`config.mk`:
```
export PLATFORM = sky130hd
export DESIGN_NAME = prbs_sync_monitor
export DESIGN_NICKNAME = d
export VERILOG_FILES = /design/src/rtl/prbs_mon_pkg.sv /design/src/rtl/prbs_mon_dp.sv /design/src/rtl/prbs_mon_ctrl.sv /design/src/rtl/prbs_sync_monitor.sv
export SDC_FILE = /design/constraint.sdc
export NUM_CORES = 1
export LEC_CHECK = 0
export ABC_CLOCK_PERIOD_IN_PS = 7400
export BUFFER_PORTS_ARGS = -buffer_cell sky130_fd_sc_hd__buf_4
export CAP_MARGIN = 15
export CORE_UTILIZATION = 48
export CTS_BUF_LIST = sky130_fd_sc_hd__clkbuf_4
export CTS_CLUSTER_DIAMETER = 200
export CTS_CLUSTER_SIZE = 16
export DETAILED_ROUTE_END_ITERATION = 8
export PLACE_DENSITY_LB_ADDON = 0.05
export SYNTH_ARGS = -nofsm -noshare
export SYNTH_HDL_FRONTEND = slang
export SYNTH_SLANG_ARGS = --single-unit
export TNS_END_PERCENT = 50
```
`constraint.sdc`:
```
create_clock -name clk -period 7.4 [get_ports clk]
set_input_delay 2.22 -clock clk [delete_from_list [all_inputs] [get_ports clk]]
set_output_delay 2.22 -clock clk [all_outputs]
set_load 0.005 [all_outputs]
```
`src/rtl/prbs_mon_pkg.sv`:
```
package prbs_mon_pkg;
  localparam int REG_W  = 20;
  localparam int FILL_W = $clog2(REG_W + 1);

  typedef struct packed {
    logic clearReg;
    logic shift;
    logic useLocal;
  } dpCtl_t;

  typedef enum logic [1:0] {
    ST_IDLE = 2'd0,
    ST_HUNT = 2'd1,
    ST_SYNC = 2'd2
  } monState_e;

  function automatic logic [FILL_W-1:0] patLen(input logic [1:0] sel);
    case (sel)
      2'd0:    patLen = FILL_W'(11);
      2'd1:    patLen = FILL_W'(15);
      default: patLen = FILL_W'(20);
    endcase
  endfunction
endpackage

```
`src/rtl/prbs_mon_dp.sv`:
```
module prbs_mon_dp
  import prbs_mon_pkg::*;
(
  input  logic       clk,
  input  logic       rstN,
  input  dpCtl_t     ctl,
  input  logic [1:0] patSel,
  input  logic       rxInv,
  input  logic       rxBit,
  output logic       bitMiss
);
  logic [REG_W-1:0] shiftReg;
  logic inBit;
  logic predBit;

  assign inBit = rxBit ^ rxInv;

  always_comb begin
    case (patSel)
      2'd0:    predBit = shiftReg[8]  ^ shiftReg[10];
      2'd1:    predBit = shiftReg[13] ^ shiftReg[14];
      default: predBit = shiftReg[2]  ^ shiftReg[19];
    endcase
  end

  assign bitMiss = inBit ^ predBit;

  always_ff @(posedge clk) begin
    if (!rstN || ctl.clearReg) begin
      shiftReg <= '0;
    end else if (ctl.shift) begin
      shiftReg <= {shiftReg[REG_W-2:0], ctl.useLocal ? predBit : inBit};
    end
  end
endmodule

```
`src/rtl/prbs_mon_ctrl.sv`:
```
module prbs_mon_ctrl
  import prbs_mon_pkg::*;
#(
  parameter int SYNC_MATCH = 32,
  parameter int WIN_LEN    = 48,
  parameter int ERR_LIMIT  = 10
) (
  input  logic       clk,
  input  logic       rstN,
  input  logic       testEn,
  input  logic [1:0] patSel,
  input  logic       bitValid,
  input  logic       bitMiss,
  input  logic       errIrqEn,
  input  logic       syncIrqEn,
  input  logic       clrErrFlag,
  input  logic       clrSyncFlag,
  output dpCtl_t     ctl,
  output logic       syncOk,
  output logic       syncChgFlag,
  output logic       bitErrFlag,
  output logic       bitErrPulse,
  output logic       irq
);
  localparam int MATCH_W = $clog2(SYNC_MATCH);
  localparam int BLK_W   = $clog2(WIN_LEN);
  localparam int ERR_W   = $clog2(ERR_LIMIT + 1);

  monState_e state, stateNxt;
  logic [FILL_W-1:0]  fillCnt, fillNxt;
  logic [MATCH_W-1:0] matchCnt, matchNxt;
  logic [BLK_W-1:0]   blkCnt, blkNxt;
  logic [ERR_W-1:0]   errCnt, errNxt;
  logic testEnQ;
  logic startPulse;
  logic errEvt;
  logic syncChange;

  assign startPulse = testEn & ~testEnQ;

  always_comb begin
    stateNxt = state;
    fillNxt  = fillCnt;
    matchNxt = matchCnt;
    blkNxt   = blkCnt;
    errNxt   = errCnt;
    ctl      = '0;
    errEvt   = 1'b0;
    if (!testEn) begin
      stateNxt = ST_IDLE;
    end else if (startPulse) begin
      stateNxt     = ST_HUNT;
      fillNxt      = '0;
      matchNxt     = '0;
      ctl.clearReg = 1'b1;
    end else if (bitValid) begin
      case (state)
        ST_HUNT: begin
          ctl.shift = 1'b1;
          if (fillCnt < patLen(patSel)) begin
            fillNxt  = fillCnt + 1'b1;
            matchNxt = '0;
          end else if (bitMiss) begin
            matchNxt = '0;
          end else if (matchCnt == MATCH_W'(SYNC_MATCH - 1)) begin
            stateNxt = ST_SYNC;
            blkNxt   = '0;
            errNxt   = '0;
          end else begin
            matchNxt = matchCnt + 1'b1;
          end
        end
        ST_SYNC: begin
          ctl.shift    = 1'b1;
          ctl.useLocal = 1'b1;
          errEvt       = bitMiss;
          if (bitMiss && errCnt == ERR_W'(ERR_LIMIT)) begin
            stateNxt = ST_HUNT;
            fillNxt  = '0;
            matchNxt = '0;
          end else if (blkCnt == BLK_W'(WIN_LEN - 1)) begin
            blkNxt = '0;
            errNxt = '0;
          end else begin
            blkNxt = blkCnt + 1'b1;
            errNxt = errCnt + ERR_W'(bitMiss);
          end
        end
        default: ;
      endcase
    end
  end

  assign syncChange = (stateNxt == ST_SYNC) != (state == ST_SYNC);

  always_ff @(posedge clk) begin
    if (!rstN) begin
      state       <= ST_IDLE;
      fillCnt     <= '0;
      matchCnt    <= '0;
      blkCnt      <= '0;
      errCnt      <= '0;
      testEnQ     <= 1'b0;
      syncChgFlag <= 1'b0;
      bitErrFlag  <= 1'b0;
      bitErrPulse <= 1'b0;
    end else begin
      state       <= stateNxt;
      fillCnt     <= fillNxt;
      matchCnt    <= matchNxt;
      blkCnt      <= blkNxt;
      errCnt      <= errNxt;
      testEnQ     <= testEn;
      syncChgFlag <= syncChange | (syncChgFlag & ~clrSyncFlag);
      bitErrFlag  <= errEvt | (bitErrFlag & ~clrErrFlag);
      bitErrPulse <= errEvt;
    end
  end

  assign syncOk = (state == ST_SYNC);
  assign irq    = (bitErrFlag & errIrqEn) | (syncChgFlag & syncIrqEn);

  assert_change_sets_flag_R7: assert property (@(posedge clk) disable iff (!rstN)
    (syncOk != $past(syncOk)) |-> syncChgFlag);
  assert_pulse_only_after_sync_R11: assert property (@(posedge clk) disable iff (!rstN)
    bitErrPulse |-> ($past(state) == ST_SYNC));
  assert_pulse_sets_flag_R5: assert property (@(posedge clk) disable iff (!rstN)
    bitErrPulse |-> bitErrFlag);
  assert_block_count_bound_R6: assert property (@(posedge clk) disable iff (!rstN)
    errCnt <= ERR_W'(ERR_LIMIT));
  assert_lock_after_run_R2: assert property (@(posedge clk) disable iff (!rstN)
    $rose(syncOk) |-> ($past(matchCnt) == MATCH_W'(SYNC_MATCH - 1)));
  assert_disabled_unlocked_R3: assert property (@(posedge clk) disable iff (!rstN)
    $past(!testEn) |-> !syncOk);
endmodule

```
`src/rtl/prbs_sync_monitor.sv`:
```
module prbs_sync_monitor
  import prbs_mon_pkg::*;
#(
  parameter int SYNC_MATCH = 32,
  parameter int WIN_LEN    = 48,
  parameter int ERR_LIMIT  = 10
) (
  input  logic       clk,
  input  logic       rstN,
  input  logic       testEn,
  input  logic [1:0] patSel,
  input  logic       rxInv,
  input  logic       bitValid,
  input  logic       rxBit,
  input  logic       errIrqEn,
  input  logic       syncIrqEn,
  input  logic       clrErrFlag,
  input  logic       clrSyncFlag,
  output logic       syncOk,
  output logic       syncChgFlag,
  output logic       bitErrFlag,
  output logic       bitErrPulse,
  output logic       irq
);
  dpCtl_t dpCtl;
  logic   bitMiss;

  prbs_mon_dp i_dp (
    .clk    (clk),
    .rstN   (rstN),
    .ctl    (dpCtl),
    .patSel (patSel),
    .rxInv  (rxInv),
    .rxBit  (rxBit),
    .bitMiss(bitMiss)
  );

  prbs_mon_ctrl #(
    .SYNC_MATCH(SYNC_MATCH),
    .WIN_LEN   (WIN_LEN),
    .ERR_LIMIT (ERR_LIMIT)
  ) i_ctrl (
    .clk        (clk),
    .rstN       (rstN),
    .testEn     (testEn),
    .patSel     (patSel),
    .bitValid   (bitValid),
    .bitMiss    (bitMiss),
    .errIrqEn   (errIrqEn),
    .syncIrqEn  (syncIrqEn),
    .clrErrFlag (clrErrFlag),
    .clrSyncFlag(clrSyncFlag),
    .ctl        (dpCtl),
    .syncOk     (syncOk),
    .syncChgFlag(syncChgFlag),
    .bitErrFlag (bitErrFlag),
    .bitErrPulse(bitErrPulse),
    .irq        (irq)
  );
endmodule

```
==> results of run 1 <==
worst max-delay path, stage by stage:
cell	delay, ns
buf_4	0.11
a22o_1	0.21
buf_4	0.13
power by group through the flow:
stage | combinational, mW | sequential [mW] | clock (mW)
finish | 0.0294 | 0.249 | 0.119
global route | 0.0331 | 0.250 | 0.131
CTS | 0.0293 | 0.249 | 0.122
detailed placement | 0.0292 | 0.255 | 0
global placement | 0.0288 | 0.255 | 0
floorplan | 0.0194 | 0.254 | 0
per-layer routing:
metal | vias up | global-route usage (%) | wire (µm)
li1 | 1046 | - | -
met1 | 900 | 28.7 | 2520
met2 | 30 | 31.0 | 1920
met3 | 5 | 4.64 | 169
met4 | 0 | 7.19 | 57
met5 | - | 0 | 0
flip-flops by register name, indices dropped and copies added, names as in the netlist:
register,count
i_ctrl.blkCnt,6
i_ctrl.bitErrPulse,1
i_ctrl.state,2
i_ctrl.matchCnt,5
i_ctrl.syncChgFlag,1
i_dp.shiftReg,20
i_ctrl.fillCnt,5
i_ctrl.bitErrFlag,1
i_ctrl.errCnt,4
i_ctrl.testEnQ,1
per-stage QoR:
step	std cells	utilization, %
finish	357	55.8
global route	357	55.8
CTS	357	55.8
detailed placement	349	54.6
global placement	349	54.6
floorplan	295	-
worst min path at each step:
stage	end	cells after the start	slack (ns)
after floorplan	i_dp.shiftReg[12]$_SDFFE_PP0P_	2	0.43
after global placement	i_dp.shiftReg[4]$_SDFFE_PP0P_	2	0.44
after detailed placement	i_dp.shiftReg[5]$_SDFFE_PP0P_	2	0.44
after CTS	i_dp.shiftReg[5]$_SDFFE_PP0P_	2	0.46
after global routing	i_dp.shiftReg[3]$_SDFFE_PP0P_	2	0.49
final	i_dp.shiftReg[5]$_SDFFE_PP0P_	2	0.46
layout by cell type, fill, tap and decap left out, types with 2 or more instances in the layout:
cell type	count
clkbuf_4	5
buf_4	19
nand2b_1	5
a21oi_1	33
o21ai_0	8
a21boi_0	2
nor3_1	4
xnor2_1	3
and3_1	3
o22ai_1	6
o41ai_1	2
a31oi_1	4
or3_1	2
dfxtp_1	46
a22o_1	2
nor2_1	20
o21ai_1	4
nand3_1	16
nand4b_1	3
nand2_1	57
nor2b_1	6
inv_1	14
mux2i_1	2
a211oi_1	4
ha_1	12
logic make-up after synthesis:
family	Yosys count
buf+inv	31
compound gates	76
flops	46
simple gates	124
xor+xnor	4
mux	2
fa+ha+maj	12
layout make-up:
class	instances	area share, %
Inverter	14	2.09
Tap cell	52	2.59
Sequential cell	46	36.7
Multi-Input combinational cell	218	50.8
Timing Repair Buffer	19	5.68
Clock inverter	3	0.648
Clock buffer	5	1.49
==> key figures, run 1 <==
Status
  • Run status: finished, final reports clean

Pwr
  • Combinational cell fraction of total power: 7.4%
  • Total Power: 398 µW
  • Leak pwr: 0.902 nW
  • Sequential power share: 62.6%
  • Maximum vdd drop: 124 µV
  • Pwr dens: 158 mW/mm²
  • Switching power: 104 µW
  • Portion of total power attributed to the clock network: 30.0%
  • Fraction of power spent switching nets: 26.1%
  • Power Internal: 294 µW

Synth
  • Post-synthesis xor/xnor area fraction: 1.51%
  • Part of the Yosys area used for sequential elements: 39.7%
  • Most used standard cell by instance count after synthesis: nand2_1
  • Simple-gate area share of the yosys netlist: 25.0%
  • Number of register bits inferred by synthesis: 46
  • Number of warnings issued by yosys: 0
  • Unique cell type count in the Yosys netlist: 47
  • Ranking of synthesized cells by area: dfxtp_1, nand2_1, a21oi_1, ha_1, nand3_1
  • Mean instance size in the synthesized netlist: 7.87 µm²
  • Largest family of logic cells by synthesized area: simple AND/OR/NAND/NOR gates
  • Post-synthesis mux area share: 0.862%
  • Net count of the mapped netlist: 319
  • Mapped Cells: 295
  • Library cell with the largest summed area after synthesis: dfxtp_1
  • Cell area after synthesis: 0.00232 mm²
  • Share of Yosys cell area claimed by the top area cell type: 39.7%
  • Complex-gate fraction of the synthesized area: 21.1%
  • Top cells by count, synth: nand2_1, dfxtp_1, a21oi_1
  • Synth async-reset ratio: 0%
  • Post-synth EDFFs: 0
  • Main synth FF type: dfxtp_1
  • Post-Synth Adder-Cell Area: 6.47%

Setup path
  • R2R depth: 7
  • Startpoint of the most critical register-to-register path: i_dp.shiftReg[10]$_SDFFE_PP0P_
  • Setup crit end kind: output port
  • Kind of start point of the critical path: input port
  • Critical path endpoint: irq
  • Setup Crit Path Kind: in -> out
  • Worst r2r dst: i_ctrl.blkCnt[0]$_SDFFE_PN0P_
  • Origin of the worst setup path: errIrqEn
  • Crit path required time: 5.18 ns
  • Arrival time reported for the critical path endpoint: 2.67 ns
  • Max FO, Critical Path: 1
  • Worst reg2reg setup slack: 4.67 ns

Floorplanning
  • Vertical die dimension: 71.6 µm
  • Die ar.: 0.00512 mm²
  • Placeable core region: 0.00450 mm²
  • Width of the die: 71.6 µm
  • Num ports: 17
  • Starting density of the core: 51.6%
  • Total number of placement rows: 24

STA
  • Final setup violation count: 0
  • Slew at the pin closest to its max-slew limit: 0.895 ns
  • Worst clock skew: 0.00755 ns
  • Tightest slew margin relative to the limit: 40.0%
  • RSZ-0062 raised after global routing: no
  • Final setup slack of the worst path: 2.51 ns
  • Ratio of final minimum period to clock period: 66.0%
  • Number of pins with negative max-slew slack in the final report: 0
  • Shortest period the worst path allows: 4.89 ns
  • Worst hold slack after final layout: 0.461 ns
  • Peak clock frequency supported by timing: 205 MHz
  • Count of final hold-check violations: 0
  • Setup TNS Final: 0 ns

Placed design
  • Cell area after placement: 0.00246 mm²
  • Detailed-placement wirelength estimate: 3.17 mm
  • PortBufs: 16
  • Placement Setup Slack: 2.51 ns
  • Final weighted congestion in routability-driven placement: 0.833

Clock network
  • Maximum buffer depth of the clock tree: 2
  • CTS Hold Buffers Added: 0
  • Clock insertion delay at the later pin of the skew report: 0.37 ns
  • Post-CTS setup-driven buffer insertion count: 0
  • CTS H-Tree Depth: 2
  • CTS tree: built
  • Clock slew at reported path FFs: 0.13 ns
  • PostCTS Resize Cnt: 0
  • Clock tree root driver cell: clkbuf_4
  • Clock sinks: 46
  • Num CTS Buffers: 5

Cells and area
  • Area of the multi-input gates: 0.00128 mm²
  • Total number of nets in the final design: 328
  • Post-route design area: 0.00251 mm²
  • Diodes inserted: 0
  • Register Area: 921 µm²
  • Share of cells above drive strength 1: 10.2%
  • Post-synthesis to final-layout area growth: 8.14%
  • Fill cell total of the finished layout: 452

Drt
  • Drt drc: 0
  • Total number of vias: 1981
  • Via density per instance: 5.55
  • Total routed wirelength: 4.66 mm
  • Detail Route Antenna Nets: 0
  • Length of the first detailed-routing pass in iterations: 4
  • Routed wire per std cell: 13.1 µm
  • DRC violation total after the first TritonRoute iteration: 114

Hold path
  • Worst Hold Launch: i_dp.shiftReg[4]$_SDFFE_PP0P_
  • Worst hold-check path type: reg -> reg

Global routing
  • Total GRT Usage: 20.4%
  • Maximum number of pins on one net before global-route repair: 28
  • Total gr overflow: 0
  • Initial antenna violation count: 0
  • Vias in the first global route: 1897
  • Wire length of the first global-routing pass: 8.34 mm

Flow run
  • # Max-Cap Violations: 0
(Power assumes the default switching activity.)
==> inputs of run 2 (changes only) <==
ABC_CLOCK_PERIOD_IN_PS = 5130   (was 7400)
clock period = 5.13 ns   (was 7.4 ns; I/O delays follow)
==> run 2 against run 1 <==
Routed wire length decreased by 2.5%. Design area decreased by 0.15%. Global-route usage decreased by 0.67 points. Largest cell class unchanged. Highest routed layer unchanged.
==> key figures, run 2 (same netlist as run 1, synthesis figures left out) <==
Clock network
  • Post-CTS setup-driven buffer insertion count: 0
  • PostCTS Resize Cnt: 0
  • CTS tree: built
  • CTS H-Tree Depth: 2
  • Maximum buffer depth of the clock tree: 2
  • Clock sinks: 46
  • Clock tree root driver cell: clkbuf_4
  • CTS Hold Buffers Added: 0
  • Clock insertion delay at the later pin of the skew report: 0.36 ns
  • Clock slew at reported path FFs: 0.12 ns
  • Num CTS Buffers: 5

Global routing
  • Wire length of the first global-routing pass: 8.03 mm
  • Total gr overflow: 0
  • Vias in the first global route: 1809
  • Maximum number of pins on one net before global-route repair: 28
  • Initial antenna violation count: 0
  • Total GRT Usage: 19.8%

Drt
  • Drt drc: 0
  • Via density per instance: 5.65
  • Total routed wirelength: 4.55 mm
  • DRC violation total after the first TritonRoute iteration: 93
  • Detail Route Antenna Nets: 0
  • Routed wire per std cell: 12.8 µm
  • Length of the first detailed-routing pass in iterations: 4
  • Total number of vias: 2013

Cells and area
  • Max FFs per register: 20
  • Most common cell after layout, fill and taps aside: nand2_1
  • Top library cells by usage in the layout, fill and taps aside: nand2_1, dfxtp_1, a21oi_1
  • Post-synthesis to final-layout area growth: 7.97%
  • Post-layout utilization of the core: 55.7%
  • Total number of nets in the final design: 328
  • Post-Layout Cell Count: 356
  • Register with the most flip-flops: i_dp.shiftReg
  • Regs by FF count: i_dp.shiftReg x20, i_ctrl.blkCnt x6
  • Post-route design area: 0.00251 mm²
  • Share of cells above drive strength 1: 10.2%
  • Diodes inserted: 0

Hold path
  • Worst Hold Launch: i_dp.shiftReg[4]$_SDFFE_PP0P_
  • Worst hold-check path type: reg -> reg
  • Hold Path End: i_dp.shiftReg[5]$_SDFFE_PP0P_
  • Cell depth of the worst hold path: 2

Setup path
  • Setup Crit Path Kind: in -> reg
  • R2R depth: 7
  • Setup crit end kind: register
  • Startpoint of the most critical register-to-register path: i_dp.shiftReg[10]$_SDFFE_PP0P_
  • Worst stage delay on the critical path: 0.54 ns
  • Arrival time reported for the critical path endpoint: 3.88 ns
  • Max FO, Critical Path: 8
  • Worst r2r dst: i_ctrl.blkCnt[0]$_SDFFE_PN0P_
  • Cell-by-cell trace of the critical path: buf_4 > nor2_1 > ha_1 > o21ai_0 > a22oi_1 > a21oi_1 > a211oi_1 > a221oi_2 > nand2_1 > o41ai_1
  • Worst reg2reg setup slack: 2.45 ns
  • Kind of start point of the critical path: input port
  • Crit path required time: 5.39 ns
  • Highest-delay cell along the critical path: a221oi_2

Pwr
  • Pwr dens: 228 mW/mm²
  • Fraction of power spent switching nets: 23.7%
  • Maximum vdd drop: 145 µV
  • Portion of total power attributed to the clock network: 29.8%
  • Switching power: 136 µW
  • Total Power: 571 µW
  • Leak pwr: 0.906 nW
  • Power Internal: 436 µW
  • Sequential power share: 62.9%
  • Combinational cell fraction of total power: 7.3%

Placed design
  • Detailed-placement wirelength estimate: 3.21 mm
  • PortBufs: 16
  • Cell area after placement: 0.00245 mm²
  • Final weighted congestion in routability-driven placement: 0.837
  • Cells after DPL: 348

STA
  • Worst clock skew: 0.00647 ns
  • RSZ-0062 raised after global routing: no
  • Peak clock frequency supported by timing: 277 MHz
  • Number of pins with negative max-slew slack in the final report: 0
  • Count of final hold-check violations: 0
  • Shortest period the worst path allows: 3.61 ns
  • Tightest slew margin relative to the limit: 46.1%
  • Final setup violation count: 0
  • Setup TNS Final: 0 ns
  • Slew at the pin closest to its max-slew limit: 0.804 ns
  • Ratio of final minimum period to clock period: 70.4%

Floorplanning
  • Total number of placement rows: 24
  • Vertical die dimension: 71.6 µm
  • Die ar.: 0.00512 mm²
  • Starting density of the core: 51.6%
  • Placeable core region: 0.00450 mm²
  • Num ports: 17
  • Width of the die: 71.6 µm

Flow run
  • # Max-Cap Violations: 0

Status
  • Run status: finished, final reports clean
[run 2: worst max-delay path by stage]
| stage | startpoint | to | slack (ns) | cells after the start |
|---|---|---|---|---|
| global route | patSel[1] | i_ctrl.matchCnt[3]$_SDFFE_PN0P_ | 1.26 | 10 |
| finish | patSel[1] | i_ctrl.matchCnt[3]$_SDFFE_PN0P_ | 1.52 | 10 |
| floorplan | patSel[0] | i_ctrl.blkCnt[0]$_SDFFE_PN0P_ | 1.62 | 9 |
| CTS | patSel[1] | i_ctrl.matchCnt[3]$_SDFFE_PN0P_ | 1.54 | 10 |
| detailed placement | patSel[1] | i_ctrl.matchCnt[3]$_SDFFE_PN0P_ | 1.16 | 10 |
| global placement | patSel[1] | i_ctrl.matchCnt[3]$_SDFFE_PN0P_ | 1.21 | 10 |
[run 2: area by class of cell]
cell class | count | area (µm²)
clock buffer | 7 | 52.6
fill | 461 | 2000
inverter | 14 | 52.6
multi-input combinational | 218 | 1280
sequential | 46 | 921
tap | 52 | 65.1
timing repair buffer | 19 | 140
[run 2: layer usage]
layer	global-route usage (%)	vias up	part of all wire (%)
met5	0	-	0
met4	8.50	0	1.7
met3	4.22	8	2.6
met2	28.7	26	42
met1	28.5	934	54
li1	-	1045	-
[run 2: power groups by stage]
stage,logic (mW),registers [mW],clock network [mW]
3_3_place_gp,0.0417,0.367,0
2_1_floorplan,0.0280,0.367,0
3_5_place_dp,0.0415,0.367,0
4_1_cts,0.0416,0.359,0.176
5_1_grt,0.0465,0.360,0.190
6_report,0.0418,0.359,0.170
[run 2: stage by stage]
step                hold WS, ns  setup WS [ns]
finish                    0.457           1.52
global route              0.484           1.26
CTS                       0.462           1.54
detailed placement        0.443           1.16
global placement          0.441           1.21
floorplan                 0.432           1.62
[run 2: critical path, delay by kind of cell]
kind	cells	cell delay, ns
compound gates	6	1.66
fa+ha+maj	1	0.25
simple gates	2	0.30
buf+inv	1	0.13
==> inputs of run 3 (changes only) <==
ABC_CLOCK_PERIOD_IN_PS = 3000   (was 5130)
clock period = 3 ns   (was 5.13 ns; I/O delays follow)
==> run 3 against run 2 <==
Register-to-register slack got worse by 1.9 ns. Largest power group unchanged. Power increased by 68%. Via count increased by 0.35%.
==> key figures, run 3 (same netlist as run 1, synthesis figures left out) <==
Status
  • Run status: finished, final reports clean

Pwr
  • Leak pwr: 0.955 nW
  • Total Power: 958 µW
  • Switching power: 234 µW
  • Combinational cell fraction of total power: 8.2%
  • Portion of total power attributed to the clock network: 27.7%
  • Pwr dens: 369 mW/mm²
  • Fraction of power spent switching nets: 24.4%
  • Power Internal: 724 µW
  • Sequential power share: 64.1%
  • Maximum vdd drop: 192 µV

Global routing
  • Initial antenna violation count: 0
  • Total GRT Usage: 19.5%
  • Maximum number of pins on one net before global-route repair: 28
  • Wire length of the first global-routing pass: 7.98 mm
  • Vias in the first global route: 1817
  • Total gr overflow: 0

Clock network
  • PostCTS Resize Cnt: 0
  • Clock insertion delay at the later pin of the skew report: 0.36 ns
  • CTS H-Tree Depth: 2
  • Clock sinks: 46
  • Clock tree root driver cell: clkbuf_4
  • Num CTS Buffers: 5
  • Clock slew at reported path FFs: 0.12 ns
  • CTS Hold Buffers Added: 0
  • Maximum buffer depth of the clock tree: 2
  • CTS tree: built
  • Post-CTS setup-driven buffer insertion count: 0

Drt
  • Drt drc: 0
  • Detail Route Antenna Nets: 0
  • Routed wire per std cell: 12.7 µm
  • Length of the first detailed-routing pass in iterations: 4
  • Highest routed layer: met4
  • Via density per instance: 5.52
  • Met3 WL: 175 µm
  • Met2 routed wirelength: 1.92 mm
  • DRC violation total after the first TritonRoute iteration: 88
  • Total routed wire length on the met1 layer: 2.49 mm
  • Total number of vias: 2020
  • Total routed wirelength: 4.65 mm

Cells and area
  • Share of cells above drive strength 1: 12.7%
  • Diodes inserted: 0
  • Max FFs per register: 20
  • Post-synthesis to final-layout area growth: 11.7%
  • Total number of nets in the final design: 339
  • Top library cells by usage in the layout, fill and taps aside: nand2_1, dfxtp_1, a21oi_1
  • Most common cell after layout, fill and taps aside: nand2_1
  • Register with the most flip-flops: i_dp.shiftReg
  • Regs by FF count: i_dp.shiftReg x20, i_ctrl.blkCnt x6

Setup path
  • Crit path required time: 3.27 ns
  • Worst reg2reg setup slack: 0.53 ns
  • Setup Crit Path Kind: in -> reg
  • Worst r2r dst: i_ctrl.matchCnt[3]$_SDFFE_PN0P_
  • Startpoint of the most critical register-to-register path: i_dp.shiftReg[8]$_SDFFE_PP0P_
  • Setup crit end kind: register
  • Max FO, Critical Path: 8
  • R2R depth: 7
  • Kind of start point of the critical path: input port
  • Arrival time reported for the critical path endpoint: 3.04 ns

Floorplanning
  • Die ar.: 0.00512 mm²
  • Placeable core region: 0.00450 mm²
  • Num ports: 17
  • Total number of placement rows: 24
  • Starting density of the core: 51.6%
  • Vertical die dimension: 71.6 µm
  • Width of the die: 71.6 µm

STA
  • Shortest period the worst path allows: 2.78 ns
  • RSZ-0062 raised after global routing: no
  • Ratio of final minimum period to clock period: 92.6%
  • Slew at the pin closest to its max-slew limit: 0.742 ns
  • Setup TNS Final: 0 ns
  • Worst clock skew: 0.00701 ns
  • Peak clock frequency supported by timing: 360 MHz
  • Final setup violation count: 0
  • Count of final hold-check violations: 0
  • Number of pins with negative max-slew slack in the final report: 0
  • Tightest slew margin relative to the limit: 50.2%

Placed design
  • PortBufs: 16
  • Final weighted congestion in routability-driven placement: 0.801
  • Detailed-placement wirelength estimate: 3.30 mm

Hold path
  • Worst Hold Launch: i_dp.shiftReg[4]$_SDFFE_PP0P_
  • Cell depth of the worst hold path: 2
  • Hold Path End: i_dp.shiftReg[5]$_SDFFE_PP0P_
  • Worst hold-check path type: reg -> reg

Flow run
  • # Max-Cap Violations: 0
-- run 3: changes by cell type in the layout (fill, tap and decap cells not counted), sizes merged --
cell	before	now
buf	19	30
clkbuf	7	5
clkinv	0	1
-- run 3: worst max-delay path, stage by stage --
cell	delay, ns
buf_4	0.12
nor2_1	0.14
ha_1	0.24
o21ai_0	0.15
a22oi_1	0.08
a21oi_1	0.48
a211oi_1	0.16
a221oi_2	0.25
buf_4	0.19
nand2_1	0.07
o41ai_1	0.26
-- run 3: how the worst max path moves through the flow --
stage | from | end | slack (ns) | cells past startpoint
5_1_grt | patSel[1] | i_ctrl.matchCnt[3]$_SDFFE_PN0P_ | 0.004 | 11
6_report | patSel[1] | i_ctrl.matchCnt[3]$_SDFFE_PN0P_ | 0.22 | 11
2_1_floorplan | patSel[0] | i_ctrl.blkCnt[0]$_SDFFE_PN0P_ | 0.13 | 9
3_5_place_dp | patSel[1] | i_ctrl.matchCnt[3]$_SDFFE_PN0P_ | -0.17 | 11
4_1_cts | patSel[1] | i_ctrl.matchCnt[3]$_SDFFE_PN0P_ | 0.22 | 11
3_3_place_gp | patSel[1] | i_ctrl.matchCnt[3]$_SDFFE_PN0P_ | -0.06 | 11
-- run 3: final cells by class --
type | instances | area [µm²]
Timing Repair Buffer | 30 | 238
Tap cell | 52 | 65.1
Multi-Input combinational cell | 218 | 1280
Inverter | 14 | 52.6
Sequential cell | 46 | 921
Clock inverter | 1 | 3.75
Fill cell | 427 | 1910
Clock buffer | 5 | 37.5
-- run 3: power by group through the flow --
| stage | Clock, mW | Combinational [mW] | Sequential [mW] |
|---|---|---|---|
| after floorplan | 0 | 0.0479 | 0.628 |
| after global placement | 0 | 0.0779 | 0.628 |
| after detailed placement | 0 | 0.0787 | 0.628 |
| after CTS | 0.275 | 0.0787 | 0.615 |
| after global routing | 0.301 | 0.0870 | 0.615 |
| final | 0.265 | 0.0785 | 0.615 |
-- run 3: routing by layer --
| layer | vias to the layer above | track usage [%] |
|---|---|---|
| met2 | 43 | 30.2 |
| met5 | - | 0 |
| met3 | 8 | 3.94 |
| met1 | 905 | 27.2 |
| li1 | 1064 | - |
| met4 | 0 | 6.97 |
-- run 3: metrics by stage --
step	hold WS, ns	utilization, %	setup slack, ns	std cells	area [µm²]
2_1_floorplan	0.432	-	0.132	295	2320
3_3_place_gp	0.438	56.7	-0.0631	360	2550
3_5_place_dp	0.447	56.7	-0.166	360	2550
4_1_cts	0.464	57.6	0.219	366	2590
5_1_grt	0.477	57.6	0.00394	366	2590
6_report	0.460	57.6	0.221	366	2590
